==> config.mk <==
export PLATFORM = sky130hd
export DESIGN_NAME = conv_bus_ctrl
export DESIGN_NICKNAME = d
export VERILOG_FILES = /design/src/rtl/conv_bus_ctrl.sv
export SDC_FILE = /design/constraint.sdc
export NUM_CORES = 1
export LEC_CHECK = 0
export BUFFER_PORTS_ARGS = -buffer_cell sky130_fd_sc_hd__buf_2
export CAP_MARGIN = 20
export CORE_MARGIN = 2
export CORE_UTILIZATION = 40
export DETAILED_ROUTE_END_ITERATION = 10
export PLACE_DENSITY = 0.84
export SETUP_SLACK_MARGIN = 0.02
export SLEW_MARGIN = 10
export SYNTH_ARGS = -nofsm -noshare
export SYNTH_HDL_FRONTEND = slang
export SYNTH_SLANG_ARGS = --single-unit
==> constraint.sdc <==
create_clock -name clk -period 3 [get_ports clk]
set_clock_uncertainty 0.2 [all_clocks]
set_input_delay 0.9 -clock clk [delete_from_list [all_inputs] [get_ports clk]]
set_output_delay 0.9 -clock clk [all_outputs]
set_load 0.05 [all_outputs]
==> src/rtl/conv_bus_ctrl.sv <==
module conv_bus_ctrl #(
  parameter int DW = 10
) (
  input  logic          clk,
  input  logic          rst_n,
  input  logic          dir_in,
  input  logic          tx_en,
  input  logic          rx_shut,
  input  logic          standby,
  input  logic          cfg_rxoff_tx,
  input  logic          cfg_txoff_rx,
  input  logic          cfg_dacoff_rx,
  input  logic          cfg_sleep,
  input  logic [DW-1:0] bus_in,
  output logic [DW-1:0] bus_out,
  output logic          bus_oe,
  input  logic [DW-1:0] adc_sample,
  output logic [DW-1:0] dac_data,
  output logic          line_oe,
  output logic          rx_pd,
  output logic          tx_pd,
  output logic          dac_pd
);

  localparam logic [DW-1:0] ZERO = '0;

  logic          tx_active;
  logic          chip_off;
  logic          drive_q;
  logic          line_q;
  logic [DW-1:0] adc_q;
  logic [DW-1:0] dac_q;

  assign tx_active = dir_in & tx_en;
  assign chip_off  = standby | cfg_sleep;
  assign rx_pd     = chip_off | rx_shut | (cfg_rxoff_tx & tx_active);
  assign tx_pd     = chip_off | (cfg_txoff_rx & ~tx_active);
  assign dac_pd    = chip_off | (cfg_dacoff_rx & ~dir_in);

  always_ff @(negedge clk or negedge rst_n) begin
    if (!rst_n) begin
      adc_q   <= ZERO;
      drive_q <= 1'b0;
    end else begin
      adc_q   <= rx_pd ? ZERO : adc_sample;
      drive_q <= ~dir_in & ~rx_pd;
    end
  end

  always_ff @(negedge clk or negedge rst_n) begin
    if (!rst_n) begin
      dac_q  <= ZERO;
      line_q <= 1'b0;
    end else begin
      if (dac_pd)      dac_q <= ZERO;
      else if (dir_in) dac_q <= bus_in;
      line_q <= tx_active & ~tx_pd;
    end
  end

  assign bus_oe   = drive_q & ~dir_in;
  assign bus_out  = adc_q;
  assign dac_data = dac_q;
  assign line_oe  = line_q;

  assert_reset_quiet_R1: assert property (@(negedge clk)
    !rst_n |-> (!bus_oe && !line_oe && bus_out == ZERO && dac_data == ZERO));

  assert_turnaround_off_R2: assert property (@(posedge clk) disable iff (!rst_n)
    (dir_in && $past(!dir_in)) |-> !bus_oe);

  assert_rx_drive_R3: assert property (@(negedge clk) disable iff (!rst_n)
    (!dir_in && !rx_pd) |=> (dir_in || bus_oe));

  assert_dac_capture_R4: assert property (@(negedge clk) disable iff (!rst_n)
    (dir_in && !dac_pd) |=> (dac_data == $past(bus_in)));

  assert_dac_hold_R4: assert property (@(negedge clk) disable iff (!rst_n)
    (!dir_in && !dac_pd) |=> $stable(dac_data));

  assert_line_on_R5: assert property (@(negedge clk) disable iff (!rst_n)
    (dir_in && tx_en && !tx_pd) |=> line_oe);

  assert_line_off_R5: assert property (@(negedge clk) disable iff (!rst_n)
    !(dir_in && tx_en) |=> !line_oe);

  assert_rx_shut_R6: assert property (@(negedge clk) disable iff (!rst_n)
    rx_shut |-> rx_pd);

  assert_sleep_all_R9: assert property (@(negedge clk) disable iff (!rst_n)
    (standby || cfg_sleep) |=> (!line_oe && !bus_oe && dac_data == ZERO));

  assert_rx_zero_R10: assert property (@(negedge clk) disable iff (!rst_n)
    rx_pd |=> (bus_out == ZERO && !bus_oe));

endmodule

## Yosys cells after proc, flatten, opt, wreduce, memory -nomap -nowiden

Index checks and enable logic that the tools add are counted.

| storage, ports and cells | value |
|---|---|
| flip-flop bits (word level) | 22 |
| bits in latches | 0 |
| RAM bits | 0 |
| ROM bits | 0 |
| bits of input ports | 30 |
| output and inout port bits | 25 |
| memories | 0 |

| operators by class | value |
|---|---|
| $add $sub $neg | 0 |
| $mul | 0 |
| divide/modulo/power cells | 0 |
| $lt $le $gt $ge | 0 |
| equality and inequality tests | 0 |
| shift-type cells | 0 |
| muxes and demuxes | 3 |
| bitwise logic cells | 16 |
| reductions and logical operators | 1 |

Operators with widths:

| operator | count |
|---|---|
| $mux 10 | 3 |
| $and 1x1->1 | 7 |
| $or 1x1->1 | 5 |
| $not 1->1 | 4 |
| $reduce_bool 2->1 | 1 |

## Longest topological paths before layout

| logic depth | value |
|---|---|
| word-level depth | 6 |
| gate-level depth with buffers | 3 |
| mapped depth without buffers | 2 |

==> metrics.csv <==
metric,value,unit
outcome,"finished, violations left",
violations,negative setup slack,
final_area,1570,µm²
p_switching,0.165,mW
h-tree-depth,1,
core_area,2000,µm²
portBuffers,54,
core.rowCount,16,
clockPowerShare,27.2,%
drt-total-wl,2350,µm
syn_nets,87,
synth-simple-area-share,23.1,%
cp_top_family,flip-flops,
ys_seq_area_share,63.0,%
diodes,0,
clkTransAtPathRegs,0.08,ns
slew_violations,0,
synth_top_family_by_area,simple AND/OR/NAND/NOR gates,
grt_usage,20.0,%
multi_input_area,334,µm²
end_kind,primary output,
antenna_found_initial,0,
async_flop_share,100,%
power_density,385,nW/µm²
max_stage_delay,0.39,ns
placed_area,1230,µm²
setup_slack,-0.611,ns
synth_top_cells_by_count,"dfrtn_1 (22), a22o_1 (10), nor3b_2 (10), nor2_1 (2)",
required,1.90,ns
synth_most_common_cell,dfrtn_1,
clk_path_buf_depth,2,
drv_cap,0,
critPathKind,reg -> out,
peakVddDrop,0.332,mV
dp_hpwl,1450,µm
cp_slowest_cell,dfrtn_1,
ys.flop_type,dfrtn_1,
drive_gt1_share,70.9,%
power.share.switching,27.2,%
p_leak,0.812,nW
hold_path_class,reg -> reg,
final_hold_viol_count,0,
netlist.area_leader.share,63.0,%
cp_data_arrival_time,2.51,ns
pwr-share-seq,51.3,%
hold_ws,0.299,ns
ys_ff_latch,22,
cts_hold_buf,0,
synth_xor_area_share,0,%
clk_latency,0.31,ns
ys_warn_count,0,
synth.cell_area,873,µm²
area_growth,80.2,%
drc,0,
rsz0062_at_grt,true,
tightest_slew,0.464,ns
start_util,43.6,%
die-width,50.7,µm
dieArea,2570,µm²
syn_avg_cell_area,15.3,µm²
worstPathCellList,and2b_2 > buf_6,
timing.critical_path.buf_inv,1,
synthDistinctLibCells,17,
first_global_vias,777,
worst-path-max-fanout,1,
ios,55,
drt_iter0_markers,10,
synth_cells,57,
regArea,551,µm²
grt_first_pass_wirelength,3680,µm
synthAdderAreaFrac,0,%
slew_headroom,69.1,%
tns,-11.14,ns
die_h,50.7,µm
cts_tree,yes,
routedWlPerCell,14.6,µm
overflow,0,
routed_via_density,4.84,
via_count,779,
pwr-share-comb,21.5,%
cts.sinks,22,
numCtsBuffers,3,
grt_start_max_net_pins,23,
gp_congestion,0.641,
first_pass_iters,4,
synth_compound_area_share,11.6,%
muxShareOfSynthArea,0,%
clock-root-buffer,clkbuf_4,
n_fill_cell,125,
synth.top_cells.by_area,"dfrtn_1 (63%), nor3b_2 (14%), a22o_1 (10%)",
drtAntennaViolNets,0,
cp-start-kind,register,
finalSetupViolCount,26,
synth_top_cell_by_area,dfrtn_1,
layout.nets,165,
synth_edf_count,0,
p_int,0.441,mW
-- repair_timing --
action | in CTS | in global routing
buffers inserted | 5 | 6
gates resized for setup | 59 | 5
endpoints found under the setup margin | 44 | 35
pin swaps | 13 | 4
cloned | 1 | 1
-- kinds of logic after synthesis --
group | count (synthesis)
simple gates | 20
compound gates | 12
flops | 22
buf+inv | 3
-- worst reg2reg max path: cells and delay by family (launching register included) --
kind | cells | cell delay [ns]
AOI/OAI and AO/OA | 1 | 0.22
DFF | 1 | 0.36
buffers and inverters | 2 | 0.26
-- cell type report --
class | instances | share of cell area (%)
inverter | 1 | 0.238
timing repair buffer | 74 | 39.1
sequential | 22 | 35.0
clock buffer | 4 | 2.31
tap | 27 | 2.15
multi-input combinational | 33 | 21.2
-- per-layer routing --
| metal | vias up | wire [µm] | part of all wire [%] | GRT usage [%] |
|---|---|---|---|---|
| met1 | 370 | 920 | 39 | 21.9 |
| met5 | - | 0 | 0 | 0 |
| li1 | 364 | - | - | - |
| met2 | 38 | 1210 | 52 | 34.4 |
| met3 | 7 | 141 | 6.0 | 4.17 |
| met4 | 0 | 74 | 3.1 | 13.5 |
-- metrics by stage --
stage | utilization, % | power [mW] | cells | setup slack, ns
2_1_floorplan | - | 0.372 | 57 | -0.266
5_1_grt | 78.6 | 0.634 | 161 | -0.653
3_5_place_dp | 61.6 | 0.417 | 144 | -0.512
3_3_place_gp | 61.6 | 0.415 | 144 | -0.474
4_1_cts | 75.3 | 0.599 | 154 | -0.608
6_report | 78.6 | 0.606 | 161 | -0.611
-- cell usage in the layout (no fill, tap or decap), drive strengths merged, types with 2 or more instances in the layout --
cell,count
dfrtn,22
buf,74
or3,2
a22o,10
clkbuf,4
nor3b,11
nor2,2
-- power groups by stage --
stage          sequential, mW  clock [mW]  combinational (mW)
2_1_floorplan           0.342           0              0.0303
3_3_place_gp            0.314           0               0.100
3_5_place_dp            0.315           0               0.102
4_1_cts                 0.311       0.164               0.124
5_1_grt                 0.312       0.185               0.138
6_report                0.311       0.165               0.130
-- worst paths after layout --
kind	from	end	slack [ns]	cells past startpoint
worst max-delay path	drive_q	bus_oe	-0.61	2
worst min-delay path	dac_data[0]	dac_data[0]	0.30	1
worst max register to register	dac_data[9]	dac_data[9]	1.82	3
worst min register to register	dac_data[0]	dac_data[0]	0.30	1
max in group asynchronous	rst_n	bus_out[5]	0.54	1
min in group asynchronous	rst_n	dac_data[6]	1.71	1
-- flip-flops by register name, summed over array words and instances, names as in the netlist --
register,count
line_oe,1
bus_out,10
drive_q,1
dac_data,10
Power figures use the tool's default switching activity.
